## src/rtl/rail_sequencer.sv

```systemverilog
module rail_sequencer #(
  parameter int T_REF     = 1,
  parameter int T_STEP    = 3,
  parameter int T_SHORT   = 10,
  parameter int T_LONG    = 1500,
  parameter int DEB_TICKS = 4
) (
  input  logic       clk,
  input  logic       rst_n,
  input  logic       ms_tick,
  input  logic       chip_en_i,
  input  logic       supply_ok_i,
  input  logic       therm_fault_i,
  output logic       ref_en_o,
  output logic [4:0] rail_en_o,
  output logic       all_up_o,
  output logic       busy_o
);
  localparam int M_UP = (T_REF > T_STEP) ? T_REF : T_STEP;
  localparam int M_DN = (T_SHORT > T_LONG) ? T_SHORT : T_LONG;
  localparam int M_ALL = (M_UP > M_DN) ? M_UP : M_DN;
  localparam int CW = $clog2(M_ALL + 1);
  localparam int DW = $clog2(DEB_TICKS + 1);

  typedef enum logic [1:0] {S_IDLE, S_UP, S_ON, S_DN} st_t;

  st_t           st;
  logic [2:0]    lvl;
  logic [CW-1:0] cnt;
  logic          ok_f;
  logic [DW-1:0] dcnt;

  wire go = chip_en_i & ok_f & ~therm_fault_i;

  function automatic logic [CW-1:0] dn_gap(input logic [2:0] r);
    case (r)
      3'd4, 3'd1: dn_gap = CW'(T_SHORT);
      default:    dn_gap = CW'(T_LONG);
    endcase
  endfunction

  always_ff @(posedge clk or negedge rst_n) begin
    if (!rst_n) begin
      ok_f <= 1'b0;
      dcnt <= '0;
    end else if (supply_ok_i == ok_f) begin
      dcnt <= '0;
    end else if (ms_tick) begin
      if (dcnt == DW'(DEB_TICKS - 1)) begin
        ok_f <= supply_ok_i;
        dcnt <= '0;
      end else begin
        dcnt <= dcnt + 1'b1;
      end
    end
  end

  always_ff @(posedge clk or negedge rst_n) begin
    if (!rst_n) begin
      st  <= S_IDLE;
      lvl <= '0;
      cnt <= '0;
    end else begin
      case (st)
        S_IDLE: if (go) begin
          st  <= S_UP;
          cnt <= CW'(T_REF);
        end
        S_UP: if (!go) begin
          st  <= S_DN;
          cnt <= '0;
        end else if (cnt == '0) begin
          lvl <= lvl + 3'd1;
          cnt <= CW'(T_STEP);
          if (lvl == 3'd4) st <= S_ON;
        end else if (ms_tick) begin
          cnt <= cnt - 1'b1;
        end
        S_ON: if (!go) begin
          st  <= S_DN;
          cnt <= '0;
        end
        default: if (cnt != '0) begin
          if (ms_tick) cnt <= cnt - 1'b1;
        end else if (lvl != 3'd0) begin
          lvl <= lvl - 3'd1;
          cnt <= dn_gap(lvl - 3'd1);
        end else begin
          st <= S_IDLE;
        end
      endcase
    end
  end

  for (genvar i = 0; i < 5; i++) begin : g_rail
    assign rail_en_o[i] = (lvl > 3'(i));
  end

  assign ref_en_o = (st != S_IDLE);
  assign all_up_o = (st == S_ON);
  assign busy_o   = (st == S_UP) || (st == S_DN);
endmodule

```

## config.mk

```make
export PLATFORM = sky130hd
export DESIGN_NAME = rail_sequencer
export DESIGN_NICKNAME = d
export VERILOG_FILES = /design/src/rtl/rail_sequencer.sv
export SDC_FILE = /design/constraint.sdc
export NUM_CORES = 1
export LEC_CHECK = 0
export ABC_AREA = 1
export BUFFER_PORTS_ARGS = -buffer_cell sky130_fd_sc_hd__buf_4
export CORE_UTILIZATION = 55
export DETAILED_ROUTE_END_ITERATION = 16
export GPL_ROUTABILITY_DRIVEN = 0
export PLACE_DENSITY = 0.71
export SETUP_SLACK_MARGIN = 0.15
export SLEW_MARGIN = 0
export SYNTH_ARGS = -nofsm -noshare
export SYNTH_HDL_FRONTEND = slang
export SYNTH_SLANG_ARGS = --single-unit
```

## constraint.sdc

```tcl
create_clock -name clk -period 4.1 [get_ports clk]
set_input_delay 0.82 -clock clk [delete_from_list [all_inputs] [get_ports clk]]
set_output_delay 0.82 -clock clk [all_outputs]
set_load 0.005 [all_outputs]
```

# Word level (Yosys, flattened, before mapping)
# Index checks and enable logic that the tools add are counted.
# totals
ff_bits	20
inputBits	6
# classes
n_addsub	4
magnitude_cmp	5
eq_ne	17
n_mux	25
n_bitwise	5
reduce_logical	15
# ops
operator	count
11-bit two-way mux	8
11-bit one-hot mux with 3 select lines	1
3-bit two-way mux	7
2-bit two-way mux	7
11-bit zero test	1
11-bit nonzero test	1
11-bit by 1-bit subtractor with 11-bit output (second input constant)	1
2-bit != test (second input constant)	4
4-bit by 2-bit != test with 1-bit output (second input constant)	2
3-bit by 1-bit adder with 3-bit output (second input constant)	2
3-bit equality test (second input constant)	2
3-bit by 1-bit > comparator with 1-bit output (second input constant)	2
3-bit by 2-bit > comparator with 1-bit output (second input constant)	2
3-bit != test (second input constant)	2
2-bit one-hot mux with 3 select lines	1
3-bit one-hot mux with 2 select lines	1
3-bit AND reduction	2
6-bit AND reduction	1
2-bit nonzero test	3
5-bit AND reduction	1
5-bit nonzero test	1
2-bit equality test (second input constant)	2
2-bit OR reduction	2
3-bit by 1-bit equality test with 1-bit output (second input constant)	1
other kinds (11)	14

# Longest topological paths before layout
# Gate-level depths: netlist (run 1).
# depth
ltp_word	7
depth_mapped	12
ltp_nobuf	12

# Least setup slack after synthesis (run 1)
# No wires, ideal clock.
# synth_path
path_type	reg2out
start	register lvl[1]
end	output port rail_en_o[0]
arrival_time_ps	1001
required_ps	3280
setup_slack_ps	2279
stages_incl_launch_ff	6
n_path_buf	0
path_cell_list	dfrtp_1 > inv_1 > ha_1 > inv_1 > nor2_1 > inv_1
# synth_between
elab_chain_cells	1
# synth_rtl
element	line	rtl
from (decl)	28	logic [2:0] lvl;
from (signal assigned)	73	lvl <= lvl + 3'd1;
from (signal assigned)	86	lvl <= lvl - 3'd1;
3-bit by 1-bit > comparator with 1-bit output	96	assign rail_en_o[i] = (lvl > 3'(i));
to (decl)	15	output logic [4:0] rail_en_o,
# No other way between the ends.

# Final worst setup path (run 1)
# Ends and elaborated chain as after synthesis.

==> results.toml, run 1 <==
[floorplan]
dieArea_um2 = 3220
initial_core_util_pct = 58.7
io_pins = 14
row_count = 19
core_area_um2 = 2810
die_h_um = 56.7
die_x_um = 56.7

[clock_network]
cts_setup_buffers = 0
clk_pin_slew_ns = 0.12
root_buffer = "clkbuf_4"
cts_buffers = 3
ctsResizeCount = 0
cts_tree = "done"
h-tree-depth = 1
cts_buffer_depth = 2
clkLatencyLatePin_ns = 0.30
cts_sinks = 20
cts-hold-fix-buffers = 0

[final_layout]
fin_nets = 267
fillerInstances = 265
final_cell_mix = "nand2_1 (79), inv_1 (29), nor2_1 (20), dfrtp_1 (20), nand3_1 (14)"
seq_area_um2 = 500
area_growth_pct = 9.27
utilization_pct = 64.1
multiInputGateArea_um2 = 987
layout-drive-gt1-share_pct = 19.4
diodes = 0
final_common_cell = "nand2_1"

[synthesis]
ys_types = 31
synth_top_area_cell = "dfrtp_1"
ys.flop_type = "dfrtp_1"
postSynthCellCount = 233
yosys_warnings = 0
post_synth.cell_area_avg_um2 = 7.07
synth_top_area_share_pct = 30.4
syn_area_um2 = 1650
syn_nets = 251
async_flop_share_pct = 100
yosys_register_bits = 20
yosysSeqAreaShare_pct = 30.4
synth_edf_count = 0
synth_area_leaders = "dfrtp_1 (30%), nand2_1 (18%), ha_1 (9.1%)"

[power_and_ir_drop]
p_leak_nw = 0.992
powerDensity_nw_per_um2 = 766
peakVddDrop_uv = 494

[grt]
grt_pass1_wl_um = 5950
grt.overflow.total = 0
grt_use_total_pct = 23.8
antenna_found_initial = 0
grt_pass1_vias = 1329
grt_max_degree = 21

[place]
post-dp-hpwl_um = 2550
numPortBuffers = 13

[drt]
vias = 1404
wl_um = 3300
ant_nets = 0
wire_per_inst_um = 11.8
drtIter0Drc = 49
vias_per_cell = 5.03
drcViolationCount = 0
dr.pass1.iters = 4

[worst_setup_path]
r2r_cells = 10
worst_ep_arrival_time_ns = 1.56
r2r_start = "st[1]"
cp-startpoint = "lvl[1]"
startpoint_type = "flop"
required_ns = 3.28
worstPathMaxFanout = 6
cp-end-kind = "output port"
path_class = "reg2out"

[hold_path]
hold_path_class = "in2async"

[status]
status = "completed"

[sta]
max_freq_mhz = 419
rsz0062_at_grt = "false"
clock-skew-final_ns = 0.00235
hold_slack_ns = 0.373
max-slew-margin-rel_pct = 77.4
finalSetupViolCount = 0
fin_tns_setup_ns = 0
slew_violations = 0
worst_slew_pin_slew_ns = 0.337
fin_crit_ns = 2.38
hold_viol_final = 0
finalCritPeriodShare_pct = 58.2

[job]
maxCapViolCount = 0
-- state kept, by name, indices dropped and copies added (netlist names) --
| register | cells |
|---|---|
| ok_f | 1 |
| st | 2 |
| dcnt | 3 |
| lvl | 3 |
| cnt | 11 |
-- area by class of cell --
cell class	instances	area share [%]
well taps	31	2.16
flip-flops and latches	20	27.8
multi-input cells	174	54.9
inverters	37	7.72
clock buffers	4	2.02
repair buffers	13	5.42
-- cells in the mapped netlist, types with 3 or more instances --
| master | number |
|---|---|
| nand2_1 | 79 |
| inv_1 | 29 |
| dfrtp_1 | 20 |
| nor2_1 | 20 |
| nand3_1 | 14 |
| ha_1 | 12 |
| o21ai_0 | 9 |
| inv_2 | 8 |
| nand4_1 | 5 |
| nor2_2 | 4 |
| nand2_4 | 3 |
| nand3_2 | 3 |
| o21ai_1 | 3 |
| o21ai_2 | 3 |
-- per-layer routing --
metal  part of all wire (%)  vias up  GRT usage, %
li1                       -      763             -
met1                     53      612          33.7
met2                     42       24          37.8
met3                    2.9        5          2.76
met4                    1.2        0          7.50
met5                      0        -             0
-- through the flow --
stage          power (W)  cell area (um2)  cells  worst slack (ns)
2_1_floorplan    0.00106             1650    233              2.28
3_3_place_gp     0.00126             1760    275              2.08
3_5_place_dp     0.00126             1760    275              2.07
4_1_cts          0.00138             1800    279              1.71
5_1_grt          0.00153             1800    279              1.55
6_report         0.00138             1800    279              1.72
-- critical path, stage by stage, from the launching register on --
cell     delay [ns]
dfrtp_1        0.44
inv_1          0.16
ha_1           0.17
inv_1          0.03
nor2_1         0.19
inv_1          0.12
buf_4          0.15
-- cell families (layout without fill, tap and decap cells) --
group	count (synthesis)	after routing	synth area share, %
AO/OA/AOI/OAI	21	21	8.51
XOR/XNOR	3	3	1.60
adder cells (fa/ha/maj)	12	12	9.12
buffers and inverters	39	54	9.65
flip-flops	20	20	30.4
AND/OR/NAND/NOR	138	138	40.7
-- power by group --
group          switching, W  internal [W]
clock network     0.0000627     0.0000542
registers         0.0000719      0.000262
logic              0.000582      0.000345
-- worst paths after layout --
kind	slack (ns)	endpoint
worst max-delay path	1.72	rail_en_o[0]
worst min register to register	0.54	cnt[0]
min in group clk	0.54	cnt[0]
worst min-delay path	0.37	dcnt[2]
worst max register to register	2.30	cnt[4]
max in group asynchronous	3.51	cnt[9]
No activity file was read; power rests on OpenSTA's default activity.
==> run 2: changes to the inputs <==
==> constraint.sdc (replaced) <==
create_clock -name clk -period 2.5 [get_ports clk]
set_input_delay 0.5 -clock clk [delete_from_list [all_inputs] [get_ports clk]]
set_output_delay 0.5 -clock clk [all_outputs]
set_load 0.005 [all_outputs]
==> results.toml, run 2 (same netlist as run 1, synthesis figures left out) <==
[place]
placed_cell_area_um2 = 1760
numPortBuffers = 13
post-dp-hpwl_um = 2600
dp.cells = 275

[grt]
grt_max_degree = 21
grt.overflow.total = 0
antenna_found_initial = 0
grt_pass1_vias = 1362
grt_use_total_pct = 23.3
grt_pass1_wl_um = 5820

[clock_network]
cts-hold-fix-buffers = 0
cts_buffers = 3
clk_pin_slew_ns = 0.12
cts_setup_buffers = 0
cts_buffer_depth = 2
h-tree-depth = 1
ctsResizeCount = 0
cts_sinks = 20
cts_tree = "done"
clkLatencyLatePin_ns = 0.30
root_buffer = "clkbuf_4"

[floorplan]
die_x_um = 56.7
row_count = 19
io_pins = 14
die_h_um = 56.7
core_area_um2 = 2810
dieArea_um2 = 3220
initial_core_util_pct = 58.7

[sta]
finalSetupViolCount = 0
worst_slew_pin_slew_ns = 0.316
max-slew-margin-rel_pct = 78.9
max_freq_mhz = 469
finalCritPeriodShare_pct = 85.3
slew_violations = 0
fin_tns_setup_ns = 0
clock-skew-final_ns = 0.00467
fin_crit_ns = 2.13
rsz0062_at_grt = "false"
hold_viol_final = 0

[drt]
vias = 1440
drtIter0Drc = 94
dr.pass1.iters = 4
wire_per_inst_um = 12.0
wl_um = 3330
ant_nets = 0
vias_per_cell = 5.18
drcViolationCount = 0

[worst_setup_path]
r2r_cells = 10
r2r_start = "st[0]"
reg2reg_to = "cnt[0]"
cp-end-kind = "output port"
worst_ep_arrival_time_ns = 1.63
startpoint_type = "flop"
required_ns = 2.00
worstPathMaxFanout = 6
path_class = "reg2out"
reg2reg_slack_ns = 0.70

[final_layout]
final_common_cell = "nand2_1"
diodes = 0
fin_area_um2 = 1790
fin_nets = 267
regMostFlops = "cnt"
area_growth_pct = 8.43
largest_register_ffs = 11
layout-drive-gt1-share_pct = 19.0
instances_no_fill = 278
final_cell_mix = "nand2_1 (79), inv_1 (29), nor2_1 (20), dfrtp_1 (20), nand3_1 (14)"
reg.largest.list = "cnt (11), dcnt (3), lvl (3)"
utilization_pct = 63.6

[power_and_ir_drop]
p_leak_nw = 0.985
peakVddDrop_uv = 685
powerDensity_nw_per_um2 = 1250

[hold_path]
hold_path_class = "in2async"

[status]
status = "completed"

[job]
maxCapViolCount = 0
-- run 2: worst max path at each step --
stage / start / end / cells after the start
2_1_floorplan: st[0] / cnt[3] / 10
3_5_place_dp: lvl[1] / rail_en_o[0] / 6
5_1_grt: lvl[1] / rail_en_o[0] / 6
6_report: lvl[1] / rail_en_o[0] / 6
4_1_cts: lvl[1] / rail_en_o[0] / 6
3_3_place_gp: cnt[0] / st[0] / 11
-- run 2: area by class of cell --
cell class,instances,area (um2)
Sequential cell,20,500
Inverter,37,139
Tap cell,31,38.8
Fill cell,276,1020
Clock buffer,3,22.5
Multi-Input combinational cell,174,987
Timing Repair Buffer,13,97.6
-- run 2: worst max-delay path, cell delays in order (launching register included) --
cell	delay (ns)
dfrtp_1	0.44
inv_1	0.16
ha_1	0.17
inv_1	0.03
nor2_1	0.23
inv_1	0.14
buf_4	0.16
-- run 2: routing by layer --
layer / wire (um) / track usage [%] / vias to the layer above
met4: 45 / 9.29 / 0
li1: - / - / 763
met1: 1680 / 30.7 / 655
met3: 66 / 2.07 / 5
met5: 0 / 0 / -
met2: 1530 / 38.9 / 17
-- run 2: metrics by stage --
stage	total power, W	hold slack, ns	setup WS, ns
finish	0.00224	0.0523	0.367
global route	0.00247	0.0630	0.247
CTS	0.00225	0.0597	0.354
detailed placement	0.00208	0.396	0.697
global placement	0.00208	0.396	0.688
floorplan	0.00174	0.204	0.942
-- run 2: where the power goes --
part	internal [W]	switching, W	leakage [nW]
Clock	0.0000562	0.000102	0.0138
Sequential	0.000429	0.000119	0.263
Combinational	0.000564	0.000970	0.708
==> run 3: changes to the inputs <==
--- a/config.mk
+++ b/config.mk
@@ -9,7 +9,6 @@
 export BUFFER_PORTS_ARGS = -buffer_cell sky130_fd_sc_hd__buf_4
 export CORE_UTILIZATION = 55
 export DETAILED_ROUTE_END_ITERATION = 16
-export GPL_ROUTABILITY_DRIVEN = 0
 export PLACE_DENSITY = 0.71
 export SETUP_SLACK_MARGIN = 0.15
 export SLEW_MARGIN = 0
==> constraint.sdc (replaced) <==
create_clock -name clk -period 2.5 [get_ports clk]
set_input_delay 0.25 -clock clk [delete_from_list [all_inputs] [get_ports clk]]
set_output_delay 0.25 -clock clk [all_outputs]
set_load 0.005 [all_outputs]
==> results.toml, run 3 (same netlist as run 1, synthesis figures left out) <==
[worst_setup_path]
worstPathMaxFanout = 6
path_class = "reg2out"
cp.depth = 6
startpoint_type = "flop"
critPathBufInv = 4
required_ns = 2.25
cpMostUsedCell = "inv_1"
cp-end-kind = "output port"
r2r_cells = 11
cp_top_family = "buffers and inverters"
r2r_start = "cnt[0]"
worstPathCellList = "inv_1 -> ha_1 -> inv_1 -> nor2_1 -> inv_1 -> buf_4"
slowest_delay_ns = 0.44
cp-startpoint = "lvl[1]"
worst_ep_arrival_time_ns = 1.64
worst_path_max_delay_cell = "dfrtp_1"

[hold_path]
hold_path_class = "in2reg"
whs_path_depth = 2
worstHoldStart = "ms_tick"

[final_layout]
regMostFlops = "cnt"
area_growth_pct = 9.04
fin_area_um2 = 1800
final_cell_mix = "nand2_1 (79), inv_1 (29), nor2_1 (20), dfrtp_1 (20), nand3_1 (14)"
fillerInstances = 250
layout-drive-gt1-share_pct = 19.0
largest_register_ffs = 11
reg.largest.list = "cnt (11), dcnt (3), lvl (3)"
multiInputGateArea_um2 = 987
fin_nets = 268
final_common_cell = "nand2_1"
utilization_pct = 64.0
instances_no_fill = 279
seq_area_um2 = 500
diodes = 0

[sta]
slew_violations = 0
rsz0062_at_grt = "false"
max-slew-margin-rel_pct = 80.8
finalCritPeriodShare_pct = 75.6
finalSetupViolCount = 0
worst_slew_pin_slew_ns = 0.287
hold_viol_final = 0
fin_crit_ns = 1.89
clock-skew-final_ns = 0.0150
layout_setup_ws_ns = 0.610
fin_tns_setup_ns = 0
max_freq_mhz = 529

[floorplan]
initial_core_util_pct = 58.7
die_x_um = 56.7
dieArea_um2 = 3220
io_pins = 14
core_area_um2 = 2810
row_count = 19
die_h_um = 56.7

[status]
status = "completed"

[place]
post-dp-hpwl_um = 2600
dp.cells = 275
globalplace.congestion = 0.829
numPortBuffers = 13
placed_cell_area_um2 = 1760
place_ws_ns = 0.739

[power_and_ir_drop]
peakVddDrop_uv = 692
powerDensity_nw_per_um2 = 1240
p_leak_nw = 0.989

[grt]
grt_pass1_vias = 1372
antenna_found_initial = 0
grt_use_total_pct = 24.1
grt.overflow.total = 0
grt_pass1_wl_um = 6090
grt_max_degree = 21

[drt]
drcViolationCount = 0
drtIter0Drc = 77
ant_nets = 0
wl_um = 3350
dr.pass1.iters = 4
wire_per_inst_um = 12.0
vias_per_cell = 5.26
vias = 1467

[clock_network]
cts_sinks = 20
clk_pin_slew_ns = 0.12
clkLatencyLatePin_ns = 0.31
h-tree-depth = 1
root_buffer = "clkbuf_4"
cts_buffer_depth = 2
cts_buffers = 3
ctsResizeCount = 0
cts_tree = "done"

[job]
maxCapViolCount = 0
-- run 3: cell count changes in the layout (fill, tap and decap cells not counted), sizes merged --
cell,change
dlygate4sd3,+1
-- run 3: routing by layer --
metal	vias to the layer above	track usage, %	wire [um]	share of wire [%]
met5	-	0	0	0
met4	0	8.93	41	1.2
met3	4	3.46	157	4.7
met2	32	37.9	1440	43
met1	666	33.4	1710	51
li1	765	-	-	-
-- run 3: worst paths after layout --
kind,endpoint,slack [ns]
setup / recovery,rail_en_o[0],0.61
hold / removal,dcnt[2],0.17
setup reg to reg,st[1],0.65
hold reg to reg,cnt[0],0.55
max in group asynchronous,cnt[10],1.92
min in group asynchronous,dcnt[2],0.35
-- run 3: repair_timing --
| action | CTS | global route |
|---|---|---|
| endpoints found under the setup margin | 0 | 0 |
| hold buffers | 1 | 0 |
| setup buffers | 0 | 0 |
| endpoints found under the hold margin | 20 | 0 |
-- run 3: area by class of cell --
cell class,instances,area share [%]
Clock buffer,3,1.25
Tap cell,31,2.16
Multi-Input combinational cell,174,55.0
Timing Repair Buffer,14,5.99
Inverter,37,7.74
Sequential cell,20,27.9
-- run 3: metrics by stage --
step / total power, W / hold slack (ns)
2_1_floorplan: 0.00174 / -0.0456
3_3_place_gp: 0.00208 / 0.149
3_5_place_dp: 0.00208 / 0.146
4_1_cts: 0.00225 / 0.163
5_1_grt: 0.00249 / 0.170
6_report: 0.00223 / 0.168
-- run 3: report_power, final --
part           internal, W  leakage [nW]  total [W]  switching, W
registers         0.000429         0.263   0.000546      0.000117
logic             0.000567         0.712    0.00153      0.000963
clock network    0.0000562        0.0138   0.000154     0.0000975
total              0.00105         0.989    0.00223       0.00118
